[src/rtl/i2cm_pkg.sv]
package i2cm_pkg;
   localparam int BYTE_W = 8;
   localparam int ADDR_W = 17;
   localparam int CS_W   = 2;
   localparam int CNT_W  = 4;

   typedef enum logic [2:0] {
      ST_IDLE, ST_CTRL, ST_ADRH, ST_ADRL, ST_WDAT, ST_RDAT, ST_SKIP
   } st_t;

   typedef enum logic [1:0] {
      PH_BITS, PH_ACK, PH_MACK
   } ph_t;
endpackage

[src/rtl/i2cm_sync.sv]
module i2cm_sync #(
   parameter int W      = 2,
   parameter int STAGES = 2
)(
   input  logic         clk,
   input  logic         rst_n,
   input  logic [W-1:0] din,
   output logic [W-1:0] dout
);
   if (STAGES < 2) begin : g_bad_stages
      $error("i2cm_sync: STAGES must be at least 2");
   end

   logic [W-1:0] stg [STAGES];

   for (genvar g = 0; g < STAGES; g++) begin : g_stg
      if (g == 0) begin : g_first
         always_ff @(posedge clk or negedge rst_n)
            if (!rst_n) stg[0] <= '1;
            else        stg[0] <= din;
      end else begin : g_next
         always_ff @(posedge clk or negedge rst_n)
            if (!rst_n) stg[g] <= '1;
            else        stg[g] <= stg[g-1];
      end
   end

   assign dout = stg[STAGES-1];
endmodule

[src/rtl/i2cm_cond.sv]
module i2cm_cond (
   input  logic clk,
   input  logic rst_n,
   input  logic scl_s,
   input  logic sda_s,
   output logic scl_rise,
   output logic scl_fall,
   output logic start_c,
   output logic stop_c
);
   logic scl_q, sda_q;

   always_ff @(posedge clk or negedge rst_n)
      if (!rst_n) begin
         scl_q <= 1'b1;
         sda_q <= 1'b1;
      end else begin
         scl_q <= scl_s;
         sda_q <= sda_s;
      end

   assign scl_rise = scl_s & ~scl_q;
   assign scl_fall = ~scl_s & scl_q;
   assign start_c  = scl_s & scl_q & sda_q & ~sda_s;
   assign stop_c   = scl_s & scl_q & ~sda_q & sda_s;
endmodule

[src/rtl/i2cm_ptr.sv]
module i2cm_ptr #(
   parameter int AW = 17
)(
   input  logic          clk,
   input  logic          rst_n,
   input  logic          ld,
   input  logic [AW-1:0] ld_val,
   input  logic          inc,
   output logic [AW-1:0] ptr
);
   localparam int LOW_W = AW - 1;

   if (AW < 2) begin : g_bad_aw
      $error("i2cm_ptr: AW must be at least 2");
   end

   always_ff @(posedge clk or negedge rst_n)
      if (!rst_n)   ptr <= '0;
      else if (ld)  ptr <= ld_val;
      else if (inc) ptr <= {ptr[AW-1], ptr[LOW_W-1:0] + 1'b1};

   // advancing never moves the pointer to the other half
   a_r10_half_kept: assert property (@(posedge clk) disable iff (!rst_n)
      (inc && !ld) |=> ptr[AW-1] == $past(ptr[AW-1]));
endmodule

[src/rtl/i2c_mem_target.sv]
module i2c_mem_target
   import i2cm_pkg::*;
#(
   parameter logic [3:0] DEV_CODE    = 4'b1010,
   parameter int         SYNC_STAGES = 2
)(
   input  logic              clk,
   input  logic              rst_n,
   input  logic              scl_i,
   input  logic              sda_i,
   output logic              sda_oe,
   input  logic [CS_W-1:0]   strap_cs,
   input  logic              busy_i,
   output logic [ADDR_W-1:0] mem_addr,
   input  logic [BYTE_W-1:0] mem_rdata,
   output logic              wr_stb,
   output logic [ADDR_W-1:0] wr_addr,
   output logic [BYTE_W-1:0] wr_data,
   output logic              wr_commit
);
   localparam logic [CNT_W-1:0] LAST_BIT = CNT_W'(BYTE_W);

   if (ADDR_W != 1 + 2 * BYTE_W) begin : g_bad_addr
      $error("i2c_mem_target: address must be block bit plus two bytes");
   end
   if (4 + CS_W + 2 != BYTE_W) begin : g_bad_ctrl
      $error("i2c_mem_target: control byte fields must fill one byte");
   end

   logic [1:0] sync_q;
   logic       scl_s, sda_s;
   logic       scl_rise, scl_fall, start_c, stop_c;

   i2cm_sync #(.W(2), .STAGES(SYNC_STAGES)) u_sync (
      .clk(clk), .rst_n(rst_n), .din({scl_i, sda_i}), .dout(sync_q));
   assign scl_s = sync_q[1];
   assign sda_s = sync_q[0];

   i2cm_cond u_cond (
      .clk(clk), .rst_n(rst_n), .scl_s(scl_s), .sda_s(sda_s),
      .scl_rise(scl_rise), .scl_fall(scl_fall),
      .start_c(start_c), .stop_c(stop_c));

   st_t               st;
   ph_t               ph;
   logic [CNT_W-1:0]  cnt;
   logic [BYTE_W-1:0] sh, tx, hi;
   logic              blk, rd_op, wrote, mack;
   logic              ptr_ld, ptr_inc;
   logic [ADDR_W-1:0] ld_val, ptr_q;
   logic              match, active;

   i2cm_ptr #(.AW(ADDR_W)) u_ptr (
      .clk(clk), .rst_n(rst_n), .ld(ptr_ld), .ld_val(ld_val),
      .inc(ptr_inc), .ptr(ptr_q));
   assign mem_addr = ptr_q;

   assign match  = (sh[7:4] == DEV_CODE) && (sh[3:2] == strap_cs);
   assign active = (st != ST_IDLE) && (st != ST_SKIP);

   always_ff @(posedge clk or negedge rst_n)
      if (!rst_n) begin
         st <= ST_IDLE;  ph <= PH_BITS;  cnt <= '0;
         sh <= '0;  tx <= '0;  hi <= '0;
         blk <= 1'b0;  rd_op <= 1'b0;  wrote <= 1'b0;  mack <= 1'b0;
         ptr_ld <= 1'b0;  ptr_inc <= 1'b0;  ld_val <= '0;
         sda_oe <= 1'b0;  wr_stb <= 1'b0;  wr_addr <= '0;  wr_data <= '0;
         wr_commit <= 1'b0;
      end else begin
         wr_stb    <= 1'b0;
         wr_commit <= 1'b0;
         ptr_ld    <= 1'b0;
         ptr_inc   <= 1'b0;
         if (stop_c) begin
            st <= ST_IDLE;  ph <= PH_BITS;  cnt <= '0;  sda_oe <= 1'b0;
            wr_commit <= wrote;
            wrote     <= 1'b0;
         end else if (start_c) begin
            st <= ST_CTRL;  ph <= PH_BITS;  cnt <= '0;  sda_oe <= 1'b0;
            sh <= '0;
         end else if (active) begin
            case (ph)
               PH_BITS: begin
                  if (scl_rise && cnt < LAST_BIT) begin
                     sh  <= {sh[BYTE_W-2:0], sda_s};
                     cnt <= cnt + 1'b1;
                  end else if (scl_fall && st == ST_RDAT) begin
                     if (cnt == LAST_BIT) begin
                        sda_oe <= 1'b0;
                        ph     <= PH_MACK;
                     end else if (cnt != '0) begin
                        sda_oe <= ~tx[BYTE_W-2];
                        tx     <= {tx[BYTE_W-2:0], 1'b0};
                     end
                  end else if (scl_fall && cnt == LAST_BIT) begin
                     sda_oe <= 1'b1;
                     ph     <= PH_ACK;
                     case (st)
                        ST_CTRL:
                           if (!match || busy_i) begin
                              sda_oe <= 1'b0;
                              ph     <= PH_BITS;
                              st     <= ST_SKIP;
                           end else begin
                              blk   <= sh[1];
                              rd_op <= sh[0];
                           end
                        ST_ADRH: hi <= sh;
                        ST_ADRL: begin
                           ptr_ld <= 1'b1;
                           ld_val <= {blk, hi, sh};
                        end
                        ST_WDAT: begin
                           wr_stb  <= 1'b1;
                           wr_addr <= ptr_q;
                           wr_data <= sh;
                           ptr_inc <= 1'b1;
                           wrote   <= 1'b1;
                        end
                        default: ;
                     endcase
                  end
               end
               PH_ACK: begin
                  if (scl_fall) begin
                     cnt    <= '0;
                     ph     <= PH_BITS;
                     sda_oe <= 1'b0;
                     case (st)
                        ST_CTRL:
                           if (rd_op) begin
                              st      <= ST_RDAT;
                              tx      <= mem_rdata;
                              sda_oe  <= ~mem_rdata[BYTE_W-1];
                              ptr_inc <= 1'b1;
                           end else begin
                              st <= ST_ADRH;
                           end
                        ST_ADRH: st <= ST_ADRL;
                        ST_ADRL: st <= ST_WDAT;
                        default: ;
                     endcase
                  end
               end
               default: begin
                  if (scl_rise) begin
                     mack <= ~sda_s;
                  end else if (scl_fall) begin
                     ph <= PH_BITS;
                     if (mack) begin
                        cnt     <= '0;
                        tx      <= mem_rdata;
                        sda_oe  <= ~mem_rdata[BYTE_W-1];
                        ptr_inc <= 1'b1;
                     end else begin
                        st <= ST_SKIP;
                     end
                  end
               end
            endcase
         end
      end

   // the drive is switched on only while SCL is seen low
   a_r11_drive_on_low: assert property (@(posedge clk) disable iff (!rst_n)
      $rose(sda_oe) |-> !scl_s);

   // every strobed data byte is acknowledged in the same clock
   a_r6_write_acked: assert property (@(posedge clk) disable iff (!rst_n)
      wr_stb |-> sda_oe);

   // a Start releases the line and restarts control decoding
   a_r1_start_restarts: assert property (@(posedge clk) disable iff (!rst_n)
      start_c |=> (!sda_oe && st == ST_CTRL));

   // while waiting for a Start after a mismatch the line stays free
   a_r3_skip_silent: assert property (@(posedge clk) disable iff (!rst_n)
      (st == ST_SKIP) |-> !sda_oe);
endmodule

[config.mk]
export PLATFORM = sky130hd
export DESIGN_NAME = i2c_mem_target
export DESIGN_NICKNAME = d
export VERILOG_FILES = /design/src/rtl/i2cm_pkg.sv /design/src/rtl/i2cm_sync.sv /design/src/rtl/i2cm_cond.sv /design/src/rtl/i2cm_ptr.sv /design/src/rtl/i2c_mem_target.sv
export SDC_FILE = /design/constraint.sdc
export NUM_CORES = 1
export LEC_CHECK = 0
export BUFFER_PORTS_ARGS = -buffer_cell sky130_fd_sc_hd__buf_2
export CAP_MARGIN = 20
export CORE_ASPECT_RATIO = 1.75
export CORE_UTILIZATION = 45
export CTS_BUF_LIST = sky130_fd_sc_hd__clkbuf_16
export CTS_CLUSTER_DIAMETER = 60
export CTS_CLUSTER_SIZE = 8
export DETAILED_ROUTE_END_ITERATION = 7
export PLACE_DENSITY_LB_ADDON = 0.3
export SYNTH_ARGS = -nofsm -noshare
export SYNTH_HDL_FRONTEND = slang
export SYNTH_SLANG_ARGS = --single-unit
export TNS_END_PERCENT = 30
[constraint.sdc]
create_clock -name clk -period 2.5 [get_ports clk]
set_input_delay 0.25 -clock clk [delete_from_list [all_inputs] [get_ports clk]]
set_output_delay 0.25 -clock clk [all_outputs]
set_load 0.02 [all_outputs]
==> results of run 1 <==
## worst max-delay path, cell delays in order (launching register included)
cell,delay (ns)
dfstp_2,0.60
and2b_1,0.32
a41oi_1,0.23
nor4_4,0.55
mux2_2,0.40
## cell type report
class / instances / area, sq um / share of cell area [%]
flip-flops and latches: 106 / 2660 / 46.4
multi-input cells: 270 / 2060 / 35.8
well taps: 130 / 163 / 2.84
clock inverters: 7 / 66.3 / 1.16
repair buffers: 83 / 510 / 8.90
inverters: 15 / 56.3 / 0.981
clock buffers: 9 / 225 / 3.93
## registers in the layout, summed over array words and instances (netlist names), 2 cells and up
register	cells
cnt	4
hi	8
ld_val	17
ph	2
sh	8
st	3
tx	7
u_ptr.ptr	17
u_sync.dout	2
u_sync.stg	2
wr_addr	17
wr_data	8
## worst max path at each step
stage,from,endpoint,slack [ns],depth (start not counted)
floorplan,u_cond.scl_q,ld_val[10],0.38,7
finish,u_cond.scl_q,tx[1],0.28,4
global route,cnt[0],wr_addr[7],0.14,8
detailed placement,u_cond.scl_q,tx[5],0.28,4
CTS,u_cond.scl_q,tx[1],0.25,4
global placement,u_cond.scl_q,tx[5],0.32,4
## per-layer routing
layer	global-route usage, %	up-vias	share of wire (%)
li1	-	1594	-
met1	21.0	1635	37
met2	37.9	82	56
met3	3.80	25	2.8
met4	10.6	0	3.7
met5	0	-	0
## layout by cell type, fill, tap and decap left out, drive strengths merged, types with 3 or more instances in the layout
master	n
a31oi	3
xor2	10
xnor2	8
o21ai	31
clkbuf	9
ha	3
dlygate4sd3	3
nor3b	5
a21oi	4
mux2	61
nand4	9
nor4	4
nor2	14
buf	80
nand3b	4
nand2b	5
inv	17
mux2i	4
clkinv	4
or3	3
nor2b	3
dfstp	6
dfrtp	100
nand3	13
nand2	52
## what timing repair did
action	CTS	global route
hold endpoints to repair	34	0
setup endpoints to repair	0	0
gates resized for setup	0	0
hold buffers	3	0
## cell families after synthesis
family / count (synthesis) / share of synthesized area, %
DFF: 106 / 54.5
AOI/OAI and AO/OA: 58 / 7.94
adders and majority gates: 3 / 0.769
xor gates and xnor gates: 18 / 3.38
buffers and inverters: 32 / 3.43
and+or+nand+nor: 126 / 14.3
muxes: 65 / 15.7
## power breakdown
| group | switching [mW] | leakage (nW) | internal (mW) |
|---|---|---|---|
| Combinational | 0.653 | 1.26 | 0.490 |
| Sequential | 0.183 | 1.44 | 1.87 |
| Clock | 0.616 | 0.147 | 0.775 |
## stage by stage
stage / utilization (%) / cell area, sq um / hold WS (ns)
finish: 53.9 / 5740 / 0.149
global placement: 50.9 / 5420 / 0.240
global route: 53.9 / 5740 / 0.150
floorplan: - / 4880 / -0.0456
CTS: 53.9 / 5740 / 0.141
detailed placement: 50.9 / 5420 / 0.250
==> out/qor.yml, run 1 <==
status: "complete, no violations"
chipWidth_um: 80.7
criticalPathCategory: "reg -> reg"
ys_types: 61
clk_latency_ns: 0.35
peakVddDrop_mv: 0.515
drt_iter0_markers: 109
ioPinCount: 60
rr_endpoint: "tx[1]"
reg2regPathDepth: 4
min_from: "mem_rdata[0]"
first_global_vias: 3469
hold_depth: 3
ys_top_cells_by_count: "100 x dfrtp_1, 52 x nand2_1, 32 x mux2_2"
area.growth.synth_to_final_pct: 17.5
ys_ff_latch: 106
cp-end-kind: "flip-flop"
drc: 0
drt-wirelength-per-cell_um: 16.9
rsz0062_at_grt: "no"
die_area_sq_mm: 0.0113
min_period_over_period_pct: 88.6
whs_endpoint: "tx[0]"
nets: 503
dp_hpwl_um: 7800
finalPower_mw: 4.59
r2r_setup_slack_ns: 0.28
slew_viol_final: 0
root_buffer: "clkbuf_16"
cp_max_fo: 8
wl_um: 10500
drive_gt1_share_pct: 31.8
fin_skew_ns: 0.00673
hold_viol: 0
yosysTopAreaCell: "dfrtp_1"
fmax_mhz: 451
min_path_type: "in -> reg"
stdcell_count: 620
fp.dieH_um: 140
synth.most_common_cell: "dfrtp_1"
synthFlopType: "dfrtp_1"
synth_top_area_share_pct: 51.2
cts_tree: "yes"
worst_r2r_startpoint: "u_cond.scl_q"
antenna_cells: 0
postCtsSetupRepairBufs: 0
gr-total-overflow: 0
core_region_area_sq_mm: 0.0106
worst_slack_ns: 0.285
synthCells: 408
slew-limit-headroom_pct: 56.8
worstPathRequired_ns: 2.73
clkSinkCount: 106
p_leak_nw: 2.85
start_util_pct: 45.9
finalSetupViolations: 0
finalCriticalPeriod_ns: 2.22
synthTopCellsByArea: "dfrtp_1 51%, mux2_2 7.4%, mux2_1 4.2%"
syn_avg_cell_area_sq_um: 12.0
syn_area_sq_mm: 0.00488
portBuffers: 59
cts_buffers: 9
power_density_mw_per_mm2: 800
htree_levels: 3
via_count: 3336
firstDrtPassIters: 4
tightestPinTransition_ns: 0.643
pre_cts_ws_ns: 0.281
cp-start-kind: "flip-flop"
fillers: 935
grt.total_usage_pct: 20.5
synth-edff-count: 0
grt_pass1_wl_um: 17100
cts_buffer_depth: 2
synth_warnings: 0
syn-num-nets: 426
ys_async_sr_fraction_pct: 100
clk_pin_slew_worst_paths_ns: 0.07
ant_nets: 0
place_inst: 601
grt_max_degree: 56
routed_via_density: 5.38
ys_seq_area_share_pct: 54.5
final.setup.tns_ns: 0
gp_congestion: 0.933
worstPathArrival_ns: 2.44
antenna_found_initial: 0
rows: 50
cap_violations: 0
(Power assumes the default switching activity.)
==> run 2, diff against run 1 <==
--- a/config.mk
+++ b/config.mk
@@ -8,12 +8,13 @@
 export BUFFER_PORTS_ARGS = -buffer_cell sky130_fd_sc_hd__buf_2
 export CAP_MARGIN = 20
 export CORE_ASPECT_RATIO = 1.75
-export CORE_UTILIZATION = 45
+export CORE_MARGIN = 2
+export CORE_UTILIZATION = 40
 export CTS_BUF_LIST = sky130_fd_sc_hd__clkbuf_16
 export CTS_CLUSTER_DIAMETER = 60
 export CTS_CLUSTER_SIZE = 8
 export DETAILED_ROUTE_END_ITERATION = 7
-export PLACE_DENSITY_LB_ADDON = 0.3
+export PLACE_DENSITY = 0.61
 export SYNTH_ARGS = -nofsm -noshare
 export SYNTH_HDL_FRONTEND = slang
 export SYNTH_SLANG_ARGS = --single-unit
==> out/qor.yml, run 2 (synthesis results as in run 1) <==
status: "complete, no violations"
fin_skew_ns: 0.0110
core_region_area_sq_mm: 0.0119
first_global_vias: 3314
htree_levels: 3
grt_pass1_wl_um: 16400
criticalPathCategory: "reg -> reg"
chipWidth_um: 87.5
antenna_found_initial: 0
slew_viol_final: 0
die_area_sq_mm: 0.0131
ant_nets: 0
drt-wirelength-per-cell_um: 16.5
fmax_mhz: 438
reg_top3: "ld_val x17, u_ptr.ptr x17, wr_addr x17"
final_cell_mix: "100 x dfrtp_1, 58 x buf_2, 52 x nand2_1"
via_count: 3250
cts_tree: "yes"
dp_hpwl_um: 7760
worstPathRequired_ns: 2.73
stdcell_count: 624
area.growth.synth_to_final_pct: 16.7
path_delay_family: "simple AND/OR/NAND/NOR gates"
clk_pin_slew_worst_paths_ns: 0.07
whs_endpoint: "tx[0]"
nets: 500
rows: 53
drc: 0
layout_commonest_cell: "dfrtp_1"
cp_cell_sequence: "or2_1 > o21ai_1 > a31oi_2 > or3_4 > mux2_4"
routed_via_density: 5.21
place_inst: 605
antenna_cells: 0
r2r_setup_slack_ns: 0.21
placed_area_sq_mm: 0.00540
grt_max_degree: 85
rr_endpoint: "st[0]"
peakVddDrop_mv: 0.419
grt.total_usage_pct: 16.4
finalCriticalPeriod_ns: 2.29
final.setup.tns_ns: 0
worstPathArrival_ns: 2.51
drt_iter0_markers: 128
finalSetupViolations: 0
gp_congestion: 0.903
p_leak_nw: 2.82
firstDrtPassIters: 4
worst_r2r_startpoint: "ph[1]"
cts_buffer_depth: 2
fillers: 1111
slew-limit-headroom_pct: 65.1
hold_viol: 0
max_stage_delay_ns: 0.50
slowest_stage: "dfrtp_1"
root_buffer: "clkbuf_16"
drive_gt1_share_pct: 31.0
portBuffers: 59
min_path_type: "in -> reg"
final_cell_area_sq_mm: 0.00570
fp.dieH_um: 150
hold_depth: 3
min_period_over_period_pct: 91.4
rsz0062_at_grt: "no"
cp-end-kind: "flip-flop"
cp_max_fo: 14
power_density_mw_per_mm2: 784
cts_buffers: 9
wl_um: 10300
cp-start-kind: "flip-flop"
postCtsSetupRepairBufs: 0
min_from: "mem_rdata[0]"
reg2regPathDepth: 5
start_util_pct: 40.9
clkSinkCount: 106
tightestPinTransition_ns: 0.520
hold_slack_ns: 0.154
clk_latency_ns: 0.34
ioPinCount: 60
cap_violations: 0
gr-total-overflow: 0
crit_buf_inv: 0
run 2: cell types whose count changed in the layout (fill, tap and decap cells not counted):
cell	previous run	this run
buf_4	20	17
inv_1	15	16
clkinv_1	1	2
bufinv_16	1	0
clkinv_2	3	1
inv_6	2	1
clkinvlp_4	0	1
inv_8	0	1
run 2: routing by layer:
layer	part of all wire [%]	up-vias	global-route usage [%]
met5	0	-	0
met4	2.5	0	6.69
met3	2.5	15	2.80
met2	57	60	31.5
met1	38	1598	17.0
li1	-	1577	-
run 2: repair_timing:
item | CTS | global route
hold buffers | 3 | 0
gates resized for setup | 0 | 0
endpoints found under the hold margin | 22 | 0
run 2: tightest hold or removal path, cell delays in order:
cell and delay (ns):
buf_2 0.09, nand2_1 0.05, mux2i_1 0.06
run 2: layout make-up:
| cell class | instances | area, sq um | share of cell area (%) |
|---|---|---|---|
| Sequential cell | 106 | 2660 | 46.7 |
| Tap cell | 137 | 171 | 3.01 |
| Multi-Input combinational cell | 270 | 2060 | 36.1 |
| Inverter | 15 | 56.3 | 0.988 |
| Clock buffer | 9 | 225 | 3.95 |
| Clock inverter | 7 | 43.8 | 0.768 |
| Timing Repair Buffer | 80 | 488 | 8.56 |
run 2: how the worst max path moves through the flow:
stage / startpoint / to / depth (start not counted) / slack (ns)
6_report: ph[1] / st[0] / 5 / 0.21
5_1_grt: ph[1] / st[0] / 5 / 0.08
4_1_cts: ph[1] / st[0] / 5 / 0.22
3_5_place_dp: ph[1] / st[0] / 5 / 0.22
3_3_place_gp: ph[1] / st[0] / 5 / 0.22
2_1_floorplan: u_cond.scl_q / ld_val[10] / 7 / 0.38
run 2: power by group:
part           internal [mW]  leakage (nW)  total (mW)  switching, mW
combinational          0.486          1.25        1.08          0.589
clock                  0.674         0.134        1.29          0.620
sequential              1.87          1.44        2.10          0.225
total                   3.03          2.82        4.47           1.43
run 2: metrics by stage:
step | worst slack (ns) | util [%] | power [mW]
floorplan | 0.380 | - | 2.86
global placement | 0.225 | 45.3 | 3.20
detailed placement | 0.222 | 45.3 | 3.22
CTS | 0.219 | 47.8 | 4.53
global route | 0.0764 | 47.8 | 4.74
finish | 0.214 | 47.8 | 4.47
==> run 3, diff against run 2 <==
--- a/config.mk
+++ b/config.mk
@@ -5,7 +5,6 @@
 export SDC_FILE = /design/constraint.sdc
 export NUM_CORES = 1
 export LEC_CHECK = 0
-export BUFFER_PORTS_ARGS = -buffer_cell sky130_fd_sc_hd__buf_2
 export CAP_MARGIN = 20
 export CORE_ASPECT_RATIO = 1.75
 export CORE_MARGIN = 2
@@ -14,7 +13,9 @@
 export CTS_CLUSTER_DIAMETER = 60
 export CTS_CLUSTER_SIZE = 8
 export DETAILED_ROUTE_END_ITERATION = 7
-export PLACE_DENSITY = 0.61
+export DONT_BUFFER_PORTS = 1
+export MAX_ROUTING_LAYER = met4
+export PLACE_DENSITY = 0.56
 export SYNTH_ARGS = -nofsm -noshare
 export SYNTH_HDL_FRONTEND = slang
 export SYNTH_SLANG_ARGS = --single-unit
==> out/qor.yml, run 3 (synthesis results as in run 1) <==
status: "finished with violations"
violations: "negative hold slack"
rsz0062_at_grt: "no"
crit_path_end: "st[0]"
portBuffers: 0
cts_tree: "yes"
final_cell_mix: "100 x dfrtp_1, 52 x nand2_1, 32 x mux2_2"
worstPathRequired_ns: 2.73
multiInputGateArea_sq_mm: 0.00206
final_cell_area_sq_mm: 0.00541
rows: 53
slew-limit-headroom_pct: 58.5
finalCriticalPeriod_ns: 2.32
via_count: 3076
ant_nets: 0
reg_top3: "ld_val x17, u_ptr.ptr x17, wr_addr x17"
p_leak_nw: 2.51
fmax_mhz: 432
cts_buffers: 9
grt.total_usage_pct: 17.4
fillers: 1114
fp.dieH_um: 150
chipWidth_um: 87.5
min_path_type: "in -> async"
ioPinCount: 60
worst_r2r_startpoint: "ph[1]"
r2r_setup_slack_ns: 0.18
cts_buffer_depth: 2
peakVddDrop_mv: 0.495
tightestPinTransition_ns: 0.616
clk_pin_slew_worst_paths_ns: 0.08
slew_viol_final: 0
holdBufCountCts: 2
first_global_vias: 3269
hold_viol: 106
fin_skew_ns: 0.00721
root_buffer: "clkbuf_16"
htree_levels: 3
clk_latency_ns: 0.35
antenna_cells: 0
dp_hpwl_um: 7480
power_density_mw_per_mm2: 844
drive_gt1_share_pct: 22.2
reg2regPathDepth: 5
die_area_sq_mm: 0.0131
hold_slack_ns: -0.415
cap_violations: 0
nets: 440
utilization_pct: 45.3
gp_congestion: 0.878
drt_iter0_markers: 123
clkSinkCount: 106
area.growth.synth_to_final_pct: 10.8
finalSetupViolations: 0
drc: 0
cp-startpoint: "ph[1]"
grt_max_degree: 107
ff_latch_area_sq_mm: 0.00266
antenna_found_initial: 0
layout_commonest_cell: "dfrtp_1"
routed_via_density: 5.45
drt-wirelength-per-cell_um: 18.4
min_period_over_period_pct: 92.6
criticalPathCategory: "reg -> reg"
wl_um: 10400
cp-start-kind: "flip-flop"
final.setup.tns_ns: 0
cp-end-kind: "flip-flop"
cp_max_fo: 14
worstPathArrival_ns: 2.55
start_util_pct: 40.9
grt_pass1_wl_um: 16800
placed_area_sq_mm: 0.00509
rr_endpoint: "st[0]"
firstDrtPassIters: 4
core_region_area_sq_mm: 0.0119
gr-total-overflow: 0
-- run 3: changes by cell type in the layout (fill, tap and decap cells not counted) --
cell	before	now
buf_2	58	0
clkinv_1	2	0
clkinv_8	0	2
inv_6	1	3
buf_12	2	1
clkinv_2	1	0
clkinv_4	0	1
dlygate4sd3_1	3	2
inv_1	16	15
inv_8	1	0
-- run 3: report_power, final --
group	switching, mW	internal [mW]
Clock	0.701	0.706
Sequential	0.213	1.87
Combinational	0.583	0.490
Total	1.50	3.07
-- run 3: how the worst min path moves through the flow --
stage               startpoint            end  slack (ns)
floorplan                rst_n            blk       -0.05
global placement         rst_n  u_ptr.ptr[14]       -0.04
detailed placement       rst_n    wr_addr[14]       -0.04
CTS                      rst_n    wr_addr[14]       -0.43
global route             rst_n    wr_addr[14]       -0.44
finish                   rst_n    wr_addr[14]       -0.41
-- run 3: per-stage QoR --
step	setup slack [ns]	total power [mW]	instances
after detailed placement	0.214	3.19	546
after global routing	0.0993	4.82	564
after global placement	0.220	3.17	546
after floorplan	0.380	2.86	408
final	0.184	4.57	564
after CTS	0.193	4.62	564
-- run 3: critical path, stage by stage (launching register included) --
cell and delay (ns):
dfrtp_1 0.47, or2_1 0.44, o21ai_1 0.33, a31oi_2 0.20, or3_4 0.44, mux2_4 0.30
-- run 3: final cells by class --
class	count	share of cell area, %
clock buffer	9	4.16
inverter	15	1.04
sequential	106	49.2
multi-input combinational	270	38.0
tap	137	3.17
timing repair buffer	20	3.10
clock inverter	7	1.39
-- run 3: metal layers --
metal	GRT usage [%]	wire, um
met1	17.5	3810
met5	-	0
met4	7.31	276
met2	32.1	6010
met3	3.18	293
-- run 3: timing repair --
item                      4_1_cts  5_1_grt
buffers inserted                0        0
hold endpoints to repair      108      106
resized for setup               0        0
